### config.mk
export PLATFORM = sky130hd
export DESIGN_NAME = can_frame_rx
export DESIGN_NICKNAME = d
export VERILOG_FILES = /design/src/rtl/can_rx_pkg.sv /design/src/rtl/can_rx_crc15.sv /design/src/rtl/can_rx_parser.sv /design/src/rtl/can_rx_ifs.sv /design/src/rtl/can_frame_rx.sv
export SDC_FILE = /design/constraint.sdc
export NUM_CORES = 1
export LEC_CHECK = 0
export BUFFER_PORTS_ARGS = -buffer_cell sky130_fd_sc_hd__buf_2
export CORE_UTILIZATION = 45
export CTS_CLUSTER_DIAMETER = 200
export DETAILED_ROUTE_END_ITERATION = 16
export PLACE_DENSITY = 0.65
export SKIP_CTS_REPAIR_TIMING = 1
export SLEW_MARGIN = 20
export SYNTH_ARGS = -nofsm -noshare
export SYNTH_HDL_FRONTEND = slang
export SYNTH_SLANG_ARGS = --single-unit
### constraint.sdc
create_clock -name clk -period 4.8 [get_ports clk]
set_clock_uncertainty 0.15 [all_clocks]
set_input_delay 0.48 -clock clk [delete_from_list [all_inputs] [get_ports clk]]
set_output_delay 0.48 -clock clk [all_outputs]
set_load 0.01 [all_outputs]
### src/rtl/can_rx_pkg.sv
package can_rx_pkg;

  localparam int BASE_ID_BITS = 11;
  localparam int EXT_ID_BITS  = 18;
  localparam int ID_BITS      = BASE_ID_BITS + EXT_ID_BITS;
  localparam int DLC_BITS     = 4;
  localparam int CRC_BITS     = 15;
  localparam logic [CRC_BITS-1:0] CRC_POLY = 15'h4599;

  typedef enum logic [3:0] {
    P_WAIT, P_BASE, P_B12, P_IDE, P_EXT, P_RTR, P_R1, P_R0,
    P_DLC, P_DATA, P_CRC, P_CDEL, P_ACK, P_ADEL
  } parse_st_t;

  typedef enum logic [2:0] {
    I_BUSY, I_EOF, I_INTER, I_IDLE, I_OVLD
  } ifs_st_t;

endpackage

### src/rtl/can_rx_crc15.sv
module can_rx_crc15
  import can_rx_pkg::*;
(
  input  logic clk,
  input  logic rst,
  input  logic clear,
  input  logic shift,
  input  logic bit_in,
  output logic crc_zero
);

  logic [CRC_BITS-1:0] crc_q;
  logic [CRC_BITS-1:0] crc_next;

  // Running the received CRC bits through the same register leaves zero on a good frame
  always_comb begin
    crc_next = {crc_q[CRC_BITS-2:0], 1'b0};
    if (bit_in ^ crc_q[CRC_BITS-1]) crc_next = crc_next ^ CRC_POLY;
  end

  always_ff @(posedge clk) begin
    if (rst)        crc_q <= '0;
    else if (clear) crc_q <= '0;
    else if (shift) crc_q <= crc_next;
  end

  assign crc_zero = (crc_q == '0);

endmodule

### src/rtl/can_rx_parser.sv
module can_rx_parser
  import can_rx_pkg::*;
#(
  parameter int MAX_BYTES = 8,
  localparam int DATA_W   = MAX_BYTES * 8,
  localparam int IDX_W    = $clog2(DATA_W),
  localparam int BC_W     = $clog2(MAX_BYTES + 1),
  localparam int CNT_MAX  = (DATA_W > EXT_ID_BITS) ? DATA_W : EXT_ID_BITS,
  localparam int CNT_W    = $clog2(CNT_MAX + 1)
) (
  input  logic                clk,
  input  logic                rst,
  input  logic                bit_valid,
  input  logic                bit_val,
  input  logic                sof_hit,
  input  logic                crc_zero,
  output logic                crc_clear,
  output logic                crc_shift,
  output logic                frame_done,
  output logic                frame_valid_o,
  output logic                ack_drive_o,
  output logic [ID_BITS-1:0]  id_o,
  output logic                ide_o,
  output logic                rtr_o,
  output logic [DLC_BITS-1:0] dlc_o,
  output logic [BC_W-1:0]     nbytes_o,
  output logic [DATA_W-1:0]   data_o
);

  parse_st_t         st;
  logic [CNT_W-1:0]  cnt;
  logic [4:0]        id_pos;
  logic [IDX_W-1:0]  data_pos;
  logic [DLC_BITS-1:0] dlc_next;
  logic [BC_W-1:0]   dlc_clamp;
  logic              data_end;

  always_comb begin
    if (st == P_EXT) id_pos = 5'(EXT_ID_BITS - 1) - 5'(cnt);
    else             id_pos = 5'(ID_BITS - 1) - 5'(cnt);
  end

  // Bytes fill from the low end, first received bit of each byte is its MSB
  assign data_pos  = IDX_W'({cnt[CNT_W-1:3], ~cnt[2:0]});
  assign dlc_next  = {dlc_o[DLC_BITS-2:0], bit_val};
  assign dlc_clamp = (dlc_next > DLC_BITS'(MAX_BYTES)) ? BC_W'(MAX_BYTES) : BC_W'(dlc_next);
  assign data_end  = (cnt == CNT_W'({nbytes_o, 3'b000}) - CNT_W'(1));

  assign crc_clear  = sof_hit && (st == P_WAIT);
  assign crc_shift  = bit_valid && !(st inside {P_WAIT, P_CDEL, P_ACK, P_ADEL});
  assign frame_done = bit_valid && (st == P_ADEL);

  always_ff @(posedge clk) begin
    if (rst) begin
      st            <= P_WAIT;
      cnt           <= '0;
      frame_valid_o <= 1'b0;
      ack_drive_o   <= 1'b0;
      id_o          <= '0;
      ide_o         <= 1'b0;
      rtr_o         <= 1'b0;
      dlc_o         <= '0;
      nbytes_o      <= '0;
      data_o        <= '0;
    end else begin
      frame_valid_o <= 1'b0;
      case (st)
        P_WAIT: if (sof_hit) begin
          st       <= P_BASE;
          cnt      <= '0;
          id_o     <= '0;
          ide_o    <= 1'b0;
          rtr_o    <= 1'b0;
          dlc_o    <= '0;
          nbytes_o <= '0;
          data_o   <= '0;
        end
        P_BASE: if (bit_valid) begin
          id_o[id_pos] <= bit_val;
          if (cnt == CNT_W'(BASE_ID_BITS - 1)) st <= P_B12;
          else cnt <= cnt + 1'b1;
        end
        P_B12: if (bit_valid) begin
          rtr_o <= bit_val;        // provisional: substitute bit on extended frames
          st    <= P_IDE;
        end
        P_IDE: if (bit_valid) begin
          ide_o <= bit_val;
          cnt   <= '0;
          st    <= bit_val ? P_EXT : P_R0;
        end
        P_EXT: if (bit_valid) begin
          id_o[id_pos] <= bit_val;
          if (cnt == CNT_W'(EXT_ID_BITS - 1)) st <= P_RTR;
          else cnt <= cnt + 1'b1;
        end
        P_RTR: if (bit_valid) begin
          rtr_o <= bit_val;
          st    <= P_R1;
        end
        P_R1: if (bit_valid) st <= P_R0;
        P_R0: if (bit_valid) begin
          cnt <= '0;
          st  <= P_DLC;
        end
        P_DLC: if (bit_valid) begin
          dlc_o <= dlc_next;
          if (cnt == CNT_W'(DLC_BITS - 1)) begin
            cnt      <= '0;
            nbytes_o <= rtr_o ? '0 : dlc_clamp;
            st       <= (rtr_o || dlc_clamp == '0) ? P_CRC : P_DATA;
          end else begin
            cnt <= cnt + 1'b1;
          end
        end
        P_DATA: if (bit_valid) begin
          data_o[data_pos] <= bit_val;
          if (data_end) begin
            cnt <= '0;
            st  <= P_CRC;
          end else begin
            cnt <= cnt + 1'b1;
          end
        end
        P_CRC: if (bit_valid) begin
          if (cnt == CNT_W'(CRC_BITS - 1)) st <= P_CDEL;
          else cnt <= cnt + 1'b1;
        end
        P_CDEL: if (bit_valid) begin
          frame_valid_o <= bit_val && crc_zero;
          ack_drive_o   <= bit_val && crc_zero;
          st            <= P_ACK;
        end
        P_ACK: if (bit_valid) begin
          ack_drive_o <= 1'b0;
          st          <= P_ADEL;
        end
        P_ADEL: if (bit_valid) st <= P_WAIT;
        default: st <= P_WAIT;
      endcase
    end
  end

endmodule

### src/rtl/can_rx_ifs.sv
module can_rx_ifs
  import can_rx_pkg::*;
#(
  parameter int EOF_BITS  = 7,
  parameter int IFS_BITS  = 3,
  parameter int OVL_BITS  = 8,
  localparam int CW       = $clog2(EOF_BITS + IFS_BITS + OVL_BITS + 1)
) (
  input  logic clk,
  input  logic rst,
  input  logic bit_valid,
  input  logic bit_val,
  input  logic frame_done,
  output logic sof_hit,
  output logic overload_o
);

  ifs_st_t        st;
  logic [CW-1:0]  cnt;
  logic           last_slot;

  assign last_slot = (cnt == CW'(IFS_BITS - 1));
  assign sof_hit   = bit_valid && !bit_val &&
                     ((st == I_IDLE) || (st == I_INTER && last_slot));

  always_ff @(posedge clk) begin
    if (rst) begin
      st         <= I_IDLE;
      cnt        <= '0;
      overload_o <= 1'b0;
    end else begin
      overload_o <= 1'b0;
      case (st)
        I_BUSY: if (frame_done) begin
          st  <= I_EOF;
          cnt <= '0;
        end
        I_EOF: if (bit_valid) begin
          if (cnt == CW'(EOF_BITS - 1)) begin
            st  <= I_INTER;
            cnt <= '0;
          end else begin
            cnt <= cnt + 1'b1;
          end
        end
        I_INTER: if (bit_valid) begin
          if (!bit_val) begin
            if (last_slot) begin
              st <= I_BUSY;
            end else begin
              overload_o <= 1'b1;
              st         <= I_OVLD;
              cnt        <= '0;
            end
          end else if (last_slot) begin
            st <= I_IDLE;
          end else begin
            cnt <= cnt + 1'b1;
          end
        end
        I_IDLE: if (sof_hit) st <= I_BUSY;
        I_OVLD: if (bit_valid) begin
          if (!bit_val) begin
            cnt <= '0;
          end else if (cnt == CW'(OVL_BITS - 1)) begin
            st  <= I_INTER;
            cnt <= '0;
          end else begin
            cnt <= cnt + 1'b1;
          end
        end
        default: st <= I_IDLE;
      endcase
    end
  end

endmodule

### src/rtl/can_frame_rx.sv
module can_frame_rx
  import can_rx_pkg::*;
#(
  parameter int MAX_BYTES      = 8,
  parameter int EOF_BITS       = 7,
  parameter int IFS_BITS       = 3,
  parameter int OVL_DELIM_BITS = 8
) (
  input  logic                             clk,
  input  logic                             rst,
  input  logic                             rx_valid,
  input  logic                             rx_bit,
  output logic                             frame_valid,
  output logic [28:0]                      frame_id,
  output logic                             frame_ext,
  output logic                             frame_rtr,
  output logic [3:0]                       frame_dlc,
  output logic [$clog2(MAX_BYTES+1)-1:0]   frame_nbytes,
  output logic [MAX_BYTES*8-1:0]           frame_data,
  output logic                             ack_drive,
  output logic                             overload
);

  logic sof_hit;
  logic crc_zero;
  logic crc_clear;
  logic crc_shift;
  logic frame_done;

  can_rx_crc15 u_crc (
    .clk      (clk),
    .rst      (rst),
    .clear    (crc_clear),
    .shift    (crc_shift),
    .bit_in   (rx_bit),
    .crc_zero (crc_zero)
  );

  can_rx_parser #(.MAX_BYTES(MAX_BYTES)) u_parse (
    .clk           (clk),
    .rst           (rst),
    .bit_valid     (rx_valid),
    .bit_val       (rx_bit),
    .sof_hit       (sof_hit),
    .crc_zero      (crc_zero),
    .crc_clear     (crc_clear),
    .crc_shift     (crc_shift),
    .frame_done    (frame_done),
    .frame_valid_o (frame_valid),
    .ack_drive_o   (ack_drive),
    .id_o          (frame_id),
    .ide_o         (frame_ext),
    .rtr_o         (frame_rtr),
    .dlc_o         (frame_dlc),
    .nbytes_o      (frame_nbytes),
    .data_o        (frame_data)
  );

  can_rx_ifs #(
    .EOF_BITS (EOF_BITS),
    .IFS_BITS (IFS_BITS),
    .OVL_BITS (OVL_DELIM_BITS)
  ) u_ifs (
    .clk        (clk),
    .rst        (rst),
    .bit_valid  (rx_valid),
    .bit_val    (rx_bit),
    .frame_done (frame_done),
    .sof_hit    (sof_hit),
    .overload_o (overload)
  );

endmodule

After elaboration in Yosys (flattened, before gate mapping):

Cells that the tools add are included.

* register bits after elaboration: 140
* output and inout bits: 106
* word-level logic and storage cells: 221

* add/subtract/negate cells: 5
* $lt $le $gt $ge: 5
* equality and inequality tests: 60
* mux-type cells: 88
* bitwise operators: 6
* reductions and logical operators: 43

Operators by type and width (number)
* 64-bit two-way mux: 2
* 64-bit one-hot mux with 2 select lines: 1
* 4-bit two-way mux: 25
* 7-bit two-way mux: 12
* 64-bit bitwise mux: 1
* 29-bit two-way mux: 2
* 29-bit one-hot mux with 2 select lines: 1
* 4-bit one-hot mux with 14 select lines: 1
* 5-bit two-way mux: 11
* 7-bit one-hot mux with 7 select lines: 1
* 2-bit != test, second input constant: 24
* 3-bit two-way mux: 11
* 29-bit bitwise mux: 1
* 4-bit == test, second input constant: 6
* 2-bit by 1-bit != test with 1-bit output, second input constant: 10
* 5-bit one-hot mux with 4 select lines: 1
* 19-bit AND reduction: 1
* 3-bit AND reduction: 6
* 4-bit by 3-bit == test with 1-bit output, second input constant: 4
* 4-bit one-hot mux with 2 select lines: 2
* 15-bit zero test: 1
* 15-bit two-way mux: 1
* 3-bit one-hot mux with 5 select lines: 1
* 7-bit by 4-bit == test with 1-bit output, second input constant: 2
* other kinds (44): 79

Logic depth before layout (Yosys ltp):

* word-level depth: 9
* gate-level depth with buffers: 10
* depth with buffers taken out: 8

By module:

Synthesis repeated with hierarchy kept, for this count alone.

* cells, all modules: 923
* area, all modules: 7294.5 µm²

Modules (own cells, without submodules)
* can_rx_parser: instances 1, cells an instance 773, area each 5952.0 µm², sequential area each 2322.2 µm²
* can_rx_crc15: instances 1, cells an instance 72, area each 681.9 µm², sequential area each 300.3 µm²
* can_rx_ifs: instances 1, cells an instance 78, area each 660.6 µm², sequential area each 180.2 µm²

Least setup slack after synthesis:

No wires, ideal clock.

* kind: flip-flop to flip-flop
* start: register u_parse.cnt[0]
* end: register u_parse.id_o[6]
* arrival time: 2339 ps
* slack: 2186 ps
* stages on the path, launching flop included: 11
* clock period less this slack: 2614 ps
* cells stage by stage: dfxtp_1 -> clkbuf_1 -> inv_1 -> ha_1 -> or4bb_1 -> a21oi_1 -> o32ai_1 -> nand2b_1 -> clkbuf_1 -> o211ai_1 -> o21ai_1

* cells in the longest elaborated chain, start to end: 9

RTL lines
* from (decl): line can_rx_parser.sv:31 `logic [CNT_W-1:0] cnt;`
* from (signal assigned): line can_rx_parser.sv:81 `else cnt <= cnt + 1'b1;`
* from (signal assigned): line can_rx_parser.sv:95 `else cnt <= cnt + 1'b1;`
* from (signal assigned): line can_rx_parser.sv:113 `cnt <= cnt + 1'b1;`
* 5-bit subtractor, on equally long branches: line can_rx_parser.sv:40, can_rx_parser.sv:39
* 5-bit two-way mux (*): line can_rx_parser.sv:39 `if (st == P_EXT) id_pos = 5'(EXT_ID_BITS - 1) - 5'(cnt);`
* 5-bit by 6-bit less-than comparator with 1-bit output (implied by the code) / 5-bit by 1-bit >= comparator with 1-bit output (equally long branches): line can_rx_parser.sv:79, can_rx_parser.sv:93
* 1-bit logical AND (implied by the code): line can_rx_parser.sv:79, can_rx_parser.sv:93
* 1-bit two-way mux (implied by the code): line can_rx_parser.sv:79, can_rx_parser.sv:93
* 1-bit demux with 5-bit select (*)
* 29-bit bitwise mux (*): line can_rx_parser.sv:79, can_rx_parser.sv:93
* 29-bit two-way mux (*): line can_rx_parser.sv:78, can_rx_parser.sv:92
* 29-bit one-hot mux with 2 select lines (*): line can_rx_parser.sv:67 `case (st)`
* to (signal, indexed assignment): line can_rx_parser.sv:79 `id_o[id_pos] <= bit_val;`
* to (signal, indexed assignment): line can_rx_parser.sv:93 `id_o[id_pos] <= bit_val;`
* to (decl): line can_rx_parser.sv:22 `output logic [ID_BITS-1:0] id_o,`

Mark *: on every way between the ends. The rest lies on a longest branch, timed or not. The select of a mux whose other input is x is not followed.
A chain may end at the register's enable or synchronous reset.

Worst setup path in the final report:

* start: register u_parse.cnt[2]
* end: register u_parse.id_o[19]

Same word-level chain as after synthesis.

==> results_dict.tcl <==
set metrics [dict create \
    status "finished, final reports clean" \
    yosys.area.top_type_share_pct 37.70 \
    synth-warning-count 0 \
    post-place-ws_ns 1.721 \
    netlist-cell-type-count 80 \
    dr.pass1.iters 5 \
    timing.final.hold_violations 0 \
    detailedPlacementHpwl_um 13900 \
    finalMaxSlewViolations 0 \
    postSynthNetCount 983 \
    vdd_ir_drop_max_mv 0.2565 \
    tritoncts_clock_tree "done" \
    crit_required_ns 5.00 \
    floorplan.die_area_sq_um 17040 \
    num_io_pins 110 \
    route.antenna.remaining_nets 0 \
    synth_seq_cells 140 \
    max_cap_viol_count 0 \
    dr.first_iter.drc_count 863 \
    placed_cells_incl_taps 1206 \
    mappedNetlistArea_sq_um 7435 \
    worst-endpoint-arrival_ns 3.36 \
    filler_cell_count 1602 \
    crit_path_cell_trace "ha_1, nor2b_1, nor3_1, o32ai_1, nand2b_1, nor2_1, o22ai_1" \
    number_of_vias_per_cell_after_detailed_routing 5.849 \
    worst_path_largest_cell_delay_ns 0.86 \
    timing_worst_setup_path_type "reg2reg" \
    number_of_standard_cells_in_the_final_layout_excluding_fillers 1238 \
    finalWirelength_um 21050 \
    global_route_wire_length_before_repair_um 33530 \
    minimum_period_implied_by_the_final_worst_setup_slack_ns 3.154 \
    floorplan.die.width_um 130.5 \
    share_comb_of_total_power_pct 21.4 \
    routed-via-count 7241 \
    final_net_count 1024 \
    synth-seq-area-share_pct 37.70 \
    timing.critical_path.from_type "flip-flop" \
    final_util_pct 53.23 \
    mean_instance_size_in_the_synthesized_netlist_sq_um 7.680 \
    first_global_vias 6285 \
    tns_ns 0 \
    worst_setup_path_end_kind "flip-flop" \
    clock_sinks 140 \
    remaining_routing_drc_violations 0 \
    peak_fanout_along_the_critical_path 15 \
    finalPower_uw 3233 \
    synth_enable_flop_cells 0 \
    antenna_found_initial 0 \
    cell_internal_pwr_uw 2166 \
    cts_max_path_buffers 2 \
    share_clk_of_total_power_pct 39.8 \
    total_leakage_power_uw 0.003333 \
    clockRootBuffer "sky130_fd_sc_hd__clkbuf_16" \
    n_antenna_cell 0 \
    pin_count_of_the_biggest_net_entering_global_routing 66 \
    power.density_nw_per_um2 379.6 \
    total_switching_power_uw 1067 \
    syn-instance-count 968 \
    final_common_cell "sky130_fd_sc_hd__a21oi_1" \
    globalplace.congestion 0.8357 \
    placeableCoreArea_sq_um 16000 \
    cts.reportedPaths.clkPinSlew_ns 0.06 \
    wl_per_cell_um 17.00 \
    timing.max_slew.rel_slack_pct 29.11 \
    std_cell_rows 46 \
    layout-drive-gt1-share_pct 17.12 \
    hold_path.class "reg2reg" \
    setup_violations 0 \
    synth-async-reset-ratio_pct 0 \
    synth_top_cell_by_area "sky130_fd_sc_hd__dfxtp_1" \
    regToRegSetupSlack_ns 1.65 \
    master_of_the_slowest_instance_on_the_critical_path "sky130_fd_sc_hd__nor2b_1" \
    port_buffers 109 \
    globalRoute.totalOverflow 0 \
    clkLatencyLatePin_ns 0.43 \
    sw_frac_of_total_pct 33.00 \
    ys_dominant_reg_cell "sky130_fd_sc_hd__dfxtp_1" \
    post-route-period-util_pct 65.72 \
    setup_repair_after_global_routing_missed_its_margin "false" \
    layout_common_cells "162 x sky130_fd_sc_hd__a21oi_1, 140 x sky130_fd_sc_hd__dfxtp_1, 109 x sky130_fd_sc_hd__buf_2" \
    vert_die_dim_um 130.5 \
    worst_pin_slew_ns 1.061 \
    layout-area-overhead-vs-synth_pct 14.56 \
    top_cells_by_area_in_the_synthesized_netlist "sky130_fd_sc_hd__dfxtp_1 38%, sky130_fd_sc_hd__a21oi_1 11%, sky130_fd_sc_hd__o21ai_0 5.3%" \
    fmax_achieved_ghz 0.3170 \
    share_seq_of_total_power_pct 38.8 \
    initial_utilization_pct 46.47 \
    htree_levels 4 \
    grt_use_total_pct 25.01 \
    setup_slack_ns 1.646 \
    cts_buffers 17 \
]
-- flip-flops by register name, indices dropped and copies added (netlist names) --
signal / flops
u_parse.id_o: 29
u_ifs.cnt: 5
u_parse.rtr_o: 1
u_parse.data_o: 64
u_parse.dlc_o: 4
u_ifs.st: 3
u_parse.ack_drive_o: 1
u_crc.crc_q: 15
u_parse.st: 4
u_parse.frame_valid_o: 1
u_parse.ide_o: 1
u_parse.cnt: 7
u_ifs.overload_o: 1
u_parse.nbytes_o: 4
-- through the flow --
stage | hold WS, ns | instance area (sq um)
6_report | 0.3005 | 8517
5_1_grt | 0.3259 | 8517
4_1_cts | 0.3078 | 8512
3_5_place_dp | 0.2978 | 7935
3_3_place_gp | 0.2922 | 7935
2_1_floorplan | 0.3267 | 7435
-- path summary, 6_finish.rpt --
check                                         to        startpoint  cells past startpoint
worst min register to register  u_parse.id_o[18]  u_parse.id_o[18]                      2
worst max register to register  u_parse.id_o[19]    u_parse.cnt[2]                      7
worst min-delay path            u_parse.id_o[18]  u_parse.id_o[18]                      2
worst max-delay path            u_parse.id_o[19]    u_parse.cnt[2]                      7
-- layout make-up --
| type | instances | area, sq um | area share [%] |
|---|---|---|---|
| multi-input cells | 714 | 4179 | 49.07 |
| flip-flops and latches | 140 | 2803 | 32.91 |
| repair buffers | 120 | 628.1 | 7.375 |
| clock buffers | 20 | 466.7 | 5.480 |
| well taps | 216 | 270.3 | 3.173 |
| clock inverters | 12 | 110.1 | 1.293 |
| inverters | 16 | 60.06 | 0.7052 |
-- worst max-delay path, delay by kind of cell (launching register included) --
| family | cells | cell delay (ns) |
|---|---|---|
| AO/OA/AOI/OAI | 2 | 0.55 |
| adder cells (fa/ha/maj) | 1 | 0.31 |
| flip-flops | 1 | 0.60 |
| AND/OR/NAND/NOR | 4 | 1.47 |
-- synth_stat cells (10+ instances only) --
| library cell | number |
|---|---|
| sky130_fd_sc_hd__mux2i_1 | 13 |
| sky130_fd_sc_hd__clkbuf_1 | 65 |
| sky130_fd_sc_hd__nand3_1 | 66 |
| sky130_fd_sc_hd__nor3_1 | 16 |
| sky130_fd_sc_hd__nand2b_1 | 10 |
| sky130_fd_sc_hd__xor2_1 | 10 |
| sky130_fd_sc_hd__o211ai_1 | 17 |
| sky130_fd_sc_hd__ha_1 | 11 |
| sky130_fd_sc_hd__buf_2 | 18 |
| sky130_fd_sc_hd__a32o_1 | 12 |
| sky130_fd_sc_hd__nor2_1 | 83 |
| sky130_fd_sc_hd__inv_1 | 15 |
| sky130_fd_sc_hd__dfxtp_1 | 140 |
| sky130_fd_sc_hd__a21oi_1 | 163 |
| sky130_fd_sc_hd__xnor2_1 | 10 |
| sky130_fd_sc_hd__o21ai_0 | 78 |
| sky130_fd_sc_hd__nand2_1 | 68 |
| sky130_fd_sc_hd__and2_1 | 16 |
-- logic make-up after synthesis --
family,synth area share [%]
AO/OA/AOI/OAI,25.88
XOR/XNOR,2.356
adder cells (fa/ha/maj),1.851
buffers and inverters,6.378
flip-flops,37.70
multiplexers,2.053
AND/OR/NAND/NOR,23.78
-- metal layers --
layer,global-route usage [%],vias up,part of all wire (%)
li1,-,3547,-
met1,37.16,3420,48
met2,36.20,251,45
met3,4.723,23,5.9
met4,7.640,0,1.0
met5,0,-,0
-- power groups by stage --
| stage | clock network (uW) | registers (uW) | logic (uW) |
|---|---|---|---|
| 2_1_floorplan | 0 | 1230 | 576 |
| 3_3_place_gp | 0 | 1280 | 678 |
| 3_5_place_dp | 0 | 1280 | 680 |
| 4_1_cts | 1300 | 1250 | 684 |
| 5_1_grt | 1360 | 1260 | 759 |
| 6_report | 1290 | 1250 | 692 |
(Power assumes the default switching activity.)
